==> config.mk <==
export PLATFORM = sky130hd
export DESIGN_NAME = proc_reset_seq
export DESIGN_NICKNAME = d
export VERILOG_FILES = /design/src/rtl/rsg_pkg.sv /design/src/rtl/rsg_pg_sync.sv /design/src/rtl/rsg_interval_cnt.sv /design/src/rtl/rsg_strap_hold.sv /design/src/rtl/proc_reset_seq.sv
export SDC_FILE = /design/constraint.sdc
export NUM_CORES = 1
export LEC_CHECK = 0
export BUFFER_PORTS_ARGS = -buffer_cell sky130_fd_sc_hd__buf_4
export CORE_UTILIZATION = 60
export CTS_BUF_LIST = sky130_fd_sc_hd__clkbuf_4
export CTS_CLUSTER_DIAMETER = 30
export DETAILED_ROUTE_END_ITERATION = 8
export GPL_ROUTABILITY_DRIVEN = 0
export PLACE_DENSITY_LB_ADDON = 0.15
export SLEW_MARGIN = 20
export SYNTH_ARGS = -nofsm -noshare
export SYNTH_HDL_FRONTEND = slang
export SYNTH_HIERARCHICAL = 1
export SYNTH_SLANG_ARGS = --single-unit
==> constraint.sdc <==
create_clock -name clk -period 0.9 [get_ports clk]
set_input_delay 0.045 -clock clk [delete_from_list [all_inputs] [get_ports clk]]
set_output_delay 0.045 -clock clk [all_outputs]
set_load 0.005 [all_outputs]
==> src/rtl/rsg_pkg.sv <==
package rsg_pkg;
  typedef enum logic [1:0] {
    ST_COLD = 2'd0,   // cold and warm both asserted
    ST_HOLD = 2'd1,   // cold released, warm still asserted
    ST_SOFT = 2'd2,   // warm-only reset
    ST_DONE = 2'd3    // both released
  } rsg_state_t;

  function automatic int rsg_cnt_width(input int a, input int b);
    int m;
    m = (a > b) ? a : b;
    return (m < 2) ? 1 : $clog2(m);
  endfunction
endpackage

==> src/rtl/rsg_pg_sync.sv <==
module rsg_pg_sync #(
  parameter int STAGES = 2
) (
  input  logic clk,
  input  logic pwr_good,
  output logic rst_n
);
  logic [STAGES-1:0] chain;

  generate
    for (genvar g = 0; g < STAGES; g++) begin : g_stage
      if (g == 0) begin : g_first
        always_ff @(posedge clk or negedge pwr_good)
          if (!pwr_good) chain[g] <= 1'b0;
          else           chain[g] <= 1'b1;
      end else begin : g_next
        always_ff @(posedge clk or negedge pwr_good)
          if (!pwr_good) chain[g] <= 1'b0;
          else           chain[g] <= chain[g-1];
      end
    end
  endgenerate

  assign rst_n = chain[STAGES-1];

  // the released reset only rises once the stage ahead of it is high
  p_sync_order_r6: assert property (@(posedge clk) disable iff (!pwr_good)
    $rose(rst_n) |-> chain[0]);
endmodule

==> src/rtl/rsg_interval_cnt.sv <==
module rsg_interval_cnt #(
  parameter int W = 8
) (
  input  logic         clk,
  input  logic         rst_n,
  input  logic         clr,
  input  logic [W-1:0] last,
  output logic         hit
);
  logic [W-1:0] cnt;

  always_ff @(posedge clk or negedge rst_n)
    if (!rst_n)    cnt <= '0;
    else if (clr)  cnt <= '0;
    else if (!hit) cnt <= cnt + 1'b1;

  assign hit = (cnt == last);

  // a clear always restarts the interval from zero
  p_cnt_clear_r10: assert property (@(posedge clk) disable iff (!rst_n)
    clr |=> (cnt == '0));
endmodule

==> src/rtl/rsg_strap_hold.sv <==
module rsg_strap_hold #(
  parameter int          W         = 2,
  parameter logic [W-1:0] RESET_VAL = '0
) (
  input  logic         clk,
  input  logic         rst_n,
  input  logic [W-1:0] d,
  output logic [W-1:0] q
);
  logic frozen;

  always_ff @(posedge clk or negedge rst_n)
    if (!rst_n) begin
      q      <= RESET_VAL;
      frozen <= 1'b0;
    end else if (!frozen) begin
      q      <= d;
      frozen <= 1'b1;
    end

  // once captured, the strap never moves while power stays valid
  p_strap_frozen_r4: assert property (@(posedge clk) disable iff (!rst_n)
    (frozen && $past(frozen)) |-> $stable(q));
endmodule

==> src/rtl/proc_reset_seq.sv <==
module proc_reset_seq
  import rsg_pkg::*;
#(
  parameter int          COLD_CYCLES = 64000,
  parameter int          WARM_CYCLES = 16,
  parameter int          SYNC_STAGES = 2,
  parameter int          MODE_W      = 2,
  parameter logic [MODE_W-1:0] MODE_RESET = '0
) (
  input  logic              clk,
  input  logic              pwr_good,
  input  logic              req_cold,
  input  logic              req_warm,
  input  logic [MODE_W-1:0] mode_in,
  output logic              cold_rst_n,
  output logic              warm_rst_n,
  output logic [MODE_W-1:0] mode_strap,
  output logic              seq_done
);
  localparam int CW = rsg_cnt_width(COLD_CYCLES, WARM_CYCLES);
  localparam logic [CW-1:0] COLD_LAST = CW'(COLD_CYCLES - 1);
  localparam logic [CW-1:0] WARM_LAST = CW'(WARM_CYCLES - 1);

  logic       rst_n;
  logic       hit, clr;
  logic [CW-1:0] last;
  rsg_state_t state, nxt;

  rsg_pg_sync #(.STAGES(SYNC_STAGES)) u_sync (
    .clk(clk), .pwr_good(pwr_good), .rst_n(rst_n));

  assign last = (state == ST_COLD) ? COLD_LAST : WARM_LAST;

  rsg_interval_cnt #(.W(CW)) u_cnt (
    .clk(clk), .rst_n(rst_n), .clr(clr), .last(last), .hit(hit));

  rsg_strap_hold #(.W(MODE_W), .RESET_VAL(MODE_RESET)) u_strap (
    .clk(clk), .rst_n(rst_n), .d(mode_in), .q(mode_strap));

  // Sequencing: cold request always wins and restarts; warm request only from done
  always_comb begin
    nxt = state;
    clr = 1'b0;
    unique case (state)
      ST_COLD: begin
        if (req_cold)  clr = 1'b1;
        else if (hit) begin nxt = ST_HOLD; clr = 1'b1; end
      end
      ST_HOLD, ST_SOFT: begin
        if (req_cold)  begin nxt = ST_COLD; clr = 1'b1; end
        else if (hit)  begin nxt = ST_DONE; clr = 1'b1; end
      end
      ST_DONE: begin
        if (req_cold)      begin nxt = ST_COLD; clr = 1'b1; end
        else if (req_warm) begin nxt = ST_SOFT; clr = 1'b1; end
      end
      default: begin nxt = ST_COLD; clr = 1'b1; end
    endcase
  end

  always_ff @(posedge clk or negedge rst_n)
    if (!rst_n) begin
      state      <= ST_COLD;
      cold_rst_n <= 1'b0;
      warm_rst_n <= 1'b0;
      seq_done   <= 1'b0;
    end else begin
      state      <= nxt;
      cold_rst_n <= (nxt != ST_COLD);
      warm_rst_n <= (nxt == ST_DONE);
      seq_done   <= (state == ST_DONE) && (nxt == ST_DONE);
    end

  // ---- checker counters: run lengths of the reset lines ----
  logic [CW:0] cold_run, warm_after;
  localparam logic [CW:0] RUN_MAX = '1;

  always_ff @(posedge clk or negedge rst_n)
    if (!rst_n) begin
      cold_run   <= '0;
      warm_after <= '0;
    end else begin
      if (!cold_rst_n) cold_run <= (cold_run == RUN_MAX) ? cold_run : cold_run + 1'b1;
      else             cold_run <= '0;
      if (!cold_rst_n || warm_rst_n) warm_after <= '0;
      else warm_after <= (warm_after == RUN_MAX) ? warm_after : warm_after + 1'b1;
    end

  p_cold_min_r1: assert property (@(posedge clk) disable iff (!rst_n)
    $rose(cold_rst_n) |-> (cold_run >= (CW+1)'(COLD_CYCLES)));

  p_warm_covers_cold_r2: assert property (@(posedge clk) disable iff (!rst_n)
    !cold_rst_n |-> !warm_rst_n);

  p_warm_tail_r2: assert property (@(posedge clk) disable iff (!rst_n)
    $rose(warm_rst_n) |-> (warm_after >= (CW+1)'(WARM_CYCLES)));

  p_soft_start_r3: assert property (@(posedge clk) disable iff (!rst_n)
    (seq_done && req_warm && !req_cold) |=> (cold_rst_n && !warm_rst_n));

  p_done_clean_r7: assert property (@(posedge clk) disable iff (!rst_n)
    seq_done |-> (cold_rst_n && warm_rst_n));

  p_done_late_r7: assert property (@(posedge clk) disable iff (!rst_n)
    $rose(seq_done) |-> $past(warm_rst_n));

  p_cold_abort_r9: assert property (@(posedge clk) disable iff (!rst_n)
    req_cold |=> !cold_rst_n);
endmodule

==> results of run 1 <==
## routing by layer
metal  global-route usage (%)  GRT overflow
met2                     89.0            14
met4                     72.1            12
met1                     77.2             0
met5                        0             0
met3                     52.4             0
## cell usage after synthesis (2+ instances only)
master and n:
nand4_1 5, nor2_1 8, or4_1 5, o31a_1 2
buf_2 6, nor4_1 4, xnor2_1 16, o21ai_0 8
nand3_1 8, inv_1 5, mux2_2 2, and3_1 2
mux2_1 2, nand2_1 7, dfrtp_1 26, or3_1 7
a21oi_1 11, conb_1 4, ha_1 3, o31ai_1 4
nor2b_1 2
## kinds of logic after synthesis
group                    share of synthesized area, %
AO/OA/AOI/OAI                                    12.8
flip-flops                                       44.4
XOR/XNOR                                         10.2
adder cells (fa/ha/maj)                          2.56
other                                            1.02
AND/OR/NAND/NOR                                  21.4
multiplexers                                     3.76
buffers and inverters                            3.84
## per-stage QoR
step           hold slack (ps)  utilization (%)
2_1_floorplan             -251                -
3_3_place_gp              -173             83.9
3_5_place_dp              -169             83.9
4_1_cts                   92.9             93.0
## timing repair
action / 4_1_cts
resized for setup: 20
endpoints found under the hold margin: 4
setup buffers: 2
hold buffers: 4
setup endpoints to repair: 26
pin swaps: 8
==> run_results.csv, run 1 <==
group,metric,value,unit
die,dieWidth,51.4,um
sta,worstEndpointGrtRepair,"u_cnt/cnt[10]$_DFFE_PN0P_/D",
placement,post-place-ws,-1480,ps
placement,dp_hpwl,2.92,mm
global_route,overflow,26,
global_route,grt_max_degree,22,
synthesis,yosysTopAreaCell,"dfrtp_1",
synthesis,synthFlopType,"dfrtp_1",
run_status,status,"aborted with a tool error",
synthesis,syn_area_per_cell,9.58,um2
synthesis,async_flop_share,100,%
run_status,stop_error,"[ERROR GRT-0232] Routing congestion too high. Check the congestion heatmap in the GUI.",
sta,worstEpCategory,"register data pin",
cts,numCtsBuffers,3,
cts,clock_path_buffers,2,
placement,placed_cells,227,
die,start_util,65.0,%
synthesis,synth_seq_cells,26,
synthesis,synth_top_area_share,44.4,%
synthesis,synthTopCellsByArea,"dfrtp_1 (44%), xnor2_1 (9.6%), a21oi_1 (3.8%), or3_1 (3.0%), nand3_1 (2.7%)",
cts,cts_root_buf,"clkbuf_4",
cts,clkSinkCount,26,
global_route,track_usage,72.6,%
synthesis,synth-seq-area-share,44.4,%
synthesis,synthCells,153,
synthesis,synth_edf_count,0,
placement,io_buffers,10,
synthesis,yosys.cell_types.count,37,
synthesis,syn_area,1470,um2
run_status,stop_stage,"5_1_grt",
cts,cts_max_level,1,
die,die_h,51.4,um
placement,placedInstanceArea,1890,um2
synthesis,synth_warnings,6,
die,rows,17,
die,pin_count,11,
==> run 2, diff against run 1 <==
--- a/config.mk
+++ b/config.mk
@@ -6,9 +6,7 @@
 export NUM_CORES = 1
 export LEC_CHECK = 0
 export BUFFER_PORTS_ARGS = -buffer_cell sky130_fd_sc_hd__buf_4
-export CORE_UTILIZATION = 60
-export CTS_BUF_LIST = sky130_fd_sc_hd__clkbuf_4
-export CTS_CLUSTER_DIAMETER = 30
+export CORE_UTILIZATION = 40
 export DETAILED_ROUTE_END_ITERATION = 8
 export GPL_ROUTABILITY_DRIVEN = 0
 export PLACE_DENSITY_LB_ADDON = 0.15
==> run_results.csv, run 2 <==
group,metric,value,unit
run_status,status,"finished, violations left",
run_status,violations,"setup timing",
cts,clkTransAtPathRegs,160,ps
cts,cts_tree,"built",
cts,clkSinkCount,26,
worst_setup_path,crit_slowest_cell,"dfrtp_1",
worst_setup_path,worst_setup_path_start_kind,"register",
global_route,antenna_found_initial,0,
cts,clock_path_buffers,2,
power_and_ir_drop,p_per_area,1040,nW/um2
die,start_util,42.9,%
finish,final_cell_mix,"buf_4 (45), dfrtp_1 (26), xnor2_1 (14)",
worst_setup_path,required,1140,ps
finish,drive_gt1_share,41.2,%
sta,period_share,254,%
synthesis,synth_edf_count,0,
global_route,grt_max_degree,23,
power_and_ir_drop,vdd_ir_drop_max,0.670,mV
synthesis,synth_common_cells,"dfrtp_1 (26), xnor2_1 (16), a21oi_1 (11)",
die,rows,21,
worst_setup_path,r2r-end,"u_cnt/cnt[12]",
die,dieWidth,62.5,um
hold_path,whs_path_depth,3,
worst_setup_path,cpPeakStageDelay,400,ps
die,dieArea,3910,um2
route,post_drt_wl_per_cell,15.1,um
sta,finalHoldViolations,0,
sta,setup_viol,23,
worst_setup_path,cp-end-kind,"register",
finish,num_antenna_cells,0,
synthesis,yosysTopAreaCell,"dfrtp_1",
route,vias,1368,
placement,dp_hpwl,2.65,mm
sta,fin_crit,2280,ps
job,cap_violations,0,
worst_setup_path,crit_type,"register to register",
finish,reg.largest.list,"u_cnt/cnt (16), state (2), u_strap/q (2)",
power_and_ir_drop,leakage,0.958,nW
finish,fin_util,63.3,%
global_route,track_usage,21.6,%
synthesis,synth_warnings,6,
global_route,overflow,0,
global_route,grt_first_pass_wirelength,6.62,mm
route,first_pass_iters,4,
synthesis,syn_area,1470,um2
cts,clk_latency,330,ps
synthesis,synth_top_area_share,44.4,%
route,dr.first_iter.drc_count,56,
cts,cts_max_level,1,
die,core,3420,um2
synthesis,synthFlopType,"dfrtp_1",
sta,rsz0062_at_grt,"yes",
finish,largest_reg_flops,16,
worst_setup_path,critPathTopFamily,"buffers and inverters",
placement,io_buffers,10,
route,routed_via_density,5.32,
worst_setup_path,critical_path_buf_inv_count,4,
synthesis,syn_area_per_cell,9.58,um2
finish,mostFrequentLayoutCell,"buf_4",
worst_setup_path,r2r_start,"state[0]",
hold_path,min_to,"seq_done",
route,route.detailed.drc,0,
placement,post-place-ws,-1380,ps
worst_setup_path,arrival,2520,ps
synthesis,synth_most_common_cell,"dfrtp_1",
hold_path,hp-start,"req_cold",
synthesis,synth-seq-area-share,44.4,%
synthesis,yosys.cell_types.count,37,
finish,area_growth,47.7,%
worst_setup_path,cp_common_cell,"buf_4",
finish,final_nets,221,
synthesis,synthCells,153,
route,routed_wl,3.89,mm
synthesis,async_flop_share,100,%
worst_setup_path,cp_max_fo,6,
finish,top_register,"u_cnt/cnt",
hold_path,hp-class,"input port to register",
route,ant_nets,0,
sta,worst_slack,-1380,ps
cts,numCtsBuffers,3,
sta,setup_tns,-27270,ps
sta,finClkSkew,7.77,ps
sta,max_freq,438,MHz
cts,cts_root_buf,"clkbuf_4",
worst_setup_path,reg2reg_depth,12,
global_route,grt_pass1_vias,1412,
sta,drv_slew,0,
synthesis,synthTopCellsByArea,"dfrtp_1 (44%), xnor2_1 (9.6%), a21oi_1 (3.8%), or3_1 (3.0%), nand3_1 (2.7%)",
die,pin_count,11,
worst_setup_path,ff2ff_setup_slack,-1380,ps
die,die_h,62.5,um
synthesis,synth_seq_cells,26,
worst_setup_path,path_cells,"inv_2 -> ha_4 -> buf_4 -> xnor2_1 -> nand4_1 -> nor4_4 -> buf_4 -> nor2_2 -> o21bai_1 -> buf_4 -> nor2b_1 -> mux2_4",
finish,nFillCells,274,
run 2: cell counts after synthesis:
No cell type changed its count.
run 2: how the worst max path moves through the flow:
stage	start	slack, ps	end	cells past startpoint
after detailed placement	state[1]	-1380	seq_done	10
after global placement	state[1]	-1280	seq_done	10
after CTS	state[0]	-1360	u_cnt/cnt[12]	12
after global routing	state[0]	-1570	u_cnt/cnt[12]	12
final	state[0]	-1380	u_cnt/cnt[12]	12
after floorplan	state[1]	-1430	u_cnt/cnt[12]	12
run 2: metrics by stage:
step | cells | total power [mW] | instance area [um2] | hold slack [ps]
floorplan | 157 | 1.33 | 1510 | -251
global placement | 242 | 1.42 | 1880 | -173
detailed placement | 242 | 1.42 | 1880 | -171
CTS | 257 | 2.29 | 2110 | 104
global route | 257 | 2.36 | 2160 | 146
finish | 257 | 2.26 | 2160 | 130
run 2: worst reg2reg max path, stage by stage, from the launching register on:
cell	delay (ps)
dfrtp_1	400
inv_2	60
ha_4	180
buf_4	150
xnor2_1	150
nand4_1	160
nor4_4	300
buf_4	170
nor2_2	30
o21bai_1	120
buf_4	160
nor2b_1	50
mux2_4	260
run 2: repair_timing:
action / in CTS / in global routing
setup buffers: 7 / 0
resized for setup: 18 / 11
pin swaps: 8 / 5
hold buffers: 4 / 0
endpoints found under the hold margin: 4 / 0
endpoints found under the setup margin: 26 / 26
cloned: 0 / 0
run 2: final cells by class:
cell class	instances	area (um2)	share of cell area, %
clock inverters	1	30.0	1.39
multi-input cells	118	905	41.8
inverters	5	18.8	0.868
clock buffers	3	22.5	1.04
flip-flops and latches	26	651	30.1
well taps	46	57.6	2.66
repair buffers	58	479	22.2
run 2: metal layers:
layer | vias up | wire, um | track usage [%] | share of wire [%]
met2 | 28 | 1980 | 36.7 | 51
li1 | 653 | - | - | -
met4 | 0 | 94 | 8.43 | 2.4
met1 | 678 | 1690 | 28.0 | 43
met5 | - | 0 | 0 | 0
met3 | 9 | 126 | 2.19 | 3.2
run 2: cell families (layout without fill, tap and decap cells):
| logic type | after synthesis | in the layout | synth area share (%) |
|---|---|---|---|
| flops | 26 | 26 | 44.4 |
| xor+xnor | 17 | 17 | 10.2 |
| other cells | 4 | 8 | 1.02 |
| compound gates | 31 | 31 | 12.8 |
| simple gates | 54 | 54 | 21.4 |
| buf+inv | 13 | 67 | 3.84 |
| fa+ha+maj | 3 | 3 | 2.56 |
| mux | 5 | 5 | 3.76 |
run 2: power breakdown:
part | switching [mW] | leakage, nW | internal, mW
Clock | 0.376 | 0.0279 | 0.450
Combinational | 0.104 | 0.581 | 0.115
Sequential | 0.0184 | 0.349 | 1.19
Total | 0.498 | 0.958 | 1.76
No activity file was read; power rests on OpenSTA's default activity.
==> run 3, diff against run 2 <==
--- a/config.mk
+++ b/config.mk
@@ -6,12 +6,12 @@
 export NUM_CORES = 1
 export LEC_CHECK = 0
 export BUFFER_PORTS_ARGS = -buffer_cell sky130_fd_sc_hd__buf_4
-export CORE_UTILIZATION = 40
+export CORE_AREA = 2 2 63 65
 export DETAILED_ROUTE_END_ITERATION = 8
+export DIE_AREA = 0 0 65 67
 export GPL_ROUTABILITY_DRIVEN = 0
 export PLACE_DENSITY_LB_ADDON = 0.15
 export SLEW_MARGIN = 20
 export SYNTH_ARGS = -nofsm -noshare
 export SYNTH_HDL_FRONTEND = slang
-export SYNTH_HIERARCHICAL = 1
 export SYNTH_SLANG_ARGS = --single-unit
==> run_results.csv, run 3 <==
group,metric,value,unit
power_and_ir_drop,leakage,0.887,nW
cts,clkTransAtPathRegs,90,ps
synthesis,synth-seq-area-share,49.2,%
finish,final_nets,201,
die,rows,22,
finish,fin_util,57.2,%
synthesis,synth_most_common_cell,"dfrtp_1",
route,dr.first_iter.drc_count,23,
synthesis,synthTopCellsByArea,"dfrtp_1 (49%), xnor2_1 (4.6%), a21oi_1 (3.8%), nor2_1 (3.7%), o31ai_1 (3.4%)",
sta,drv_slew,0,
synthesis,async_flop_share,100,%
cts,clk_latency,270,ps
finish,drive_gt1_share,48.7,%
power_and_ir_drop,p_sw_share,22.9,%
synthesis,synth_edf_count,0,
die,dieWidth,65,um
power_and_ir_drop,p_comb_share,11.9,%
finish,top_register,"u_cnt.cnt",
sta,period_share,213,%
sta,setup_viol,21,
hold_path,hp-class,"input port to register",
power_and_ir_drop,fin_total_pwr,2.25,mW
cts,cts_tree,"built",
finish,reg.largest.list,"u_cnt.cnt (16), state (2), u_strap.q (2)",
worst_setup_path,cp-end-kind,"register",
placement,dp_hpwl,2.28,mm
sta,finalHoldViolations,0,
synthesis,syn_area,1320,um2
global_route,grt_pass1_vias,1220,
power_and_ir_drop,p_int,1.73,mW
worst_setup_path,crit_slowest_cell,"or4_4",
sta,worst_slack,-1010,ps
route,routed_wl,3.26,mm
synthesis,yosys.cell_types.count,36,
synthesis,synth_common_cells,"dfrtp_1 (26), nor2_1 (13), a21oi_1 (10)",
finish,num_antenna_cells,0,
sta,rsz0062_at_grt,"yes",
finish,nFillCells,322,
worst_setup_path,arrival,2120,ps
global_route,grt_first_pass_wirelength,5.60,mm
synthesis,synthCells,128,
cts,cts_max_level,1,
sta,max_freq,523,MHz
finish,area_growth,56.2,%
sta,fin_crit,1910,ps
worst_setup_path,crit_type,"register to register",
route,routed_via_density,5.03,
synthesis,yosysTopAreaCell,"dfrtp_1",
power_and_ir_drop,p_per_area,1090,nW/um2
die,core,3610,um2
run_status,violations,"setup timing",
route,first_pass_iters,4,
worst_setup_path,cpPeakStageDelay,470,ps
synthesis,synth_seq_cells,26,
global_route,antenna_found_initial,0,
job,cap_violations,0,
sta,finClkSkew,2.83,ps
die,die_h,67,um
worst_setup_path,worst_setup_path_start_kind,"register",
power_and_ir_drop,vdd_ir_drop_max,0.784,mV
die,start_util,36.6,%
synthesis,synth_top_area_share,49.2,%
global_route,overflow,0,
route,route.detailed.drc,0,
power_and_ir_drop,clkPwrFrac,33.8,%
worst_setup_path,path_cells,"inv_2 -> ha_4 -> and4_4 -> mux2i_4 -> a211oi_4 -> buf_6 -> or4_4 -> a21oi_2",
power_and_ir_drop,power.share.sequential,54.3,%
worst_setup_path,cp_max_fo,6,
worst_setup_path,required,1110,ps
synthesis,synthFlopType,"dfrtp_1",
finish,final_cell_mix,"buf_4 (53), dfrtp_1 (26), nor2_1 (13)",
route,ant_nets,0,
synthesis,syn_area_per_cell,10.3,um2
route,post_drt_wl_per_cell,13.6,um
run_status,status,"finished, violations left",
die,dieArea,4360,um2
cts,clkSinkCount,26,
global_route,track_usage,17.1,%
power_and_ir_drop,net-switching-power,0.515,mW
finish,largest_reg_flops,16,
die,pin_count,11,
placement,io_buffers,10,
cts,clock_path_buffers,2,
cts,numCtsBuffers,3,
finish,mostFrequentLayoutCell,"buf_4",
synthesis,synth_warnings,0,
global_route,grt_max_degree,25,
route,vias,1203,
cts,cts_root_buf,"clkbuf_8",
## run 3: final timing paths
path,start,endpoint,slack [ps],cells past startpoint
max,state[1],u_cnt.cnt[5],-1010,8
min,mode_in[0],u_strap.q[0],6,2
max reg2reg,state[1],u_cnt.cnt[5],-1010,8
min reg2reg,u_sync.rst_n,u_cnt.cnt[2],220,1
max in group asynchronous,u_sync.rst_n,state[1],530,1
min in group asynchronous,pwr_good,u_sync.rst_n,90,2
## run 3: kinds of logic after synthesis
logic type	count (synthesis)	share of synthesized area, %
flip-flops	26	49.2
other	1	0.284
buffers and inverters	10	4.07
XOR/XNOR	7	4.64
adder cells (fa/ha/maj)	3	2.84
AO/OA/AOI/OAI	25	13.5
multiplexers	4	3.22
AND/OR/NAND/NOR	52	22.2
## run 3: cell type report
class	count	area [um2]	area share, %
Clock buffer	4	55.1	2.67
Timing Repair Buffer	61	504	24.4
Inverter	7	26.3	1.27
Tap cell	48	60.1	2.91
Multi-Input combinational cell	93	767	37.2
Sequential cell	26	651	31.5
## run 3: repair_timing
action                                  4_1_cts  5_1_grt
gates cloned                                  1        0
endpoints found under the setup margin       21       21
gates resized for setup                      14        8
pin swaps                                     6        7
hold endpoints to repair                      2        0
hold buffers                                  1        0
buffers inserted                              5        4
## run 3: stage by stage
stage	instance area [um2]	cells	hold slack, ps	setup WS (ps)	setup TNS, ps
after global routing	2060	239	9.72	-1100	-22250
final	2060	239	6.36	-1010	-20480
after CTS	2010	235	5.12	-994	-20090
after global placement	1840	224	-172	-958	-19310
after floorplan	1410	129	-251	-1000	-19640
after detailed placement	1840	224	-171	-1030	-20120
## run 3: power groups by stage
stage                     clock [mW]  combinational [mW]  sequential [mW]
after global routing           0.819               0.299             1.22
after global placement             0               0.231             1.24
after CTS                      0.775               0.259             1.22
final                          0.760               0.266             1.22
after floorplan                    0               0.101             1.26
after detailed placement           0               0.241             1.24
## run 3: routing by layer
metal | global-route usage (%) | wire length (um)
met4 | 5.59 | 45
met3 | 2.20 | 73
met2 | 29.4 | 1610
met1 | 22.2 | 1540
met5 | 0 | 0
## run 3: worst max-delay path: cells and delay by family (launching register included)
kind | cells | cell delay [ps]
and+or+nand+nor | 2 | 630
AOI/OAI and AO/OA | 2 | 240
adders and majority gates | 1 | 180
muxes | 1 | 230
DFF | 1 | 370
buffers and inverters | 2 | 200
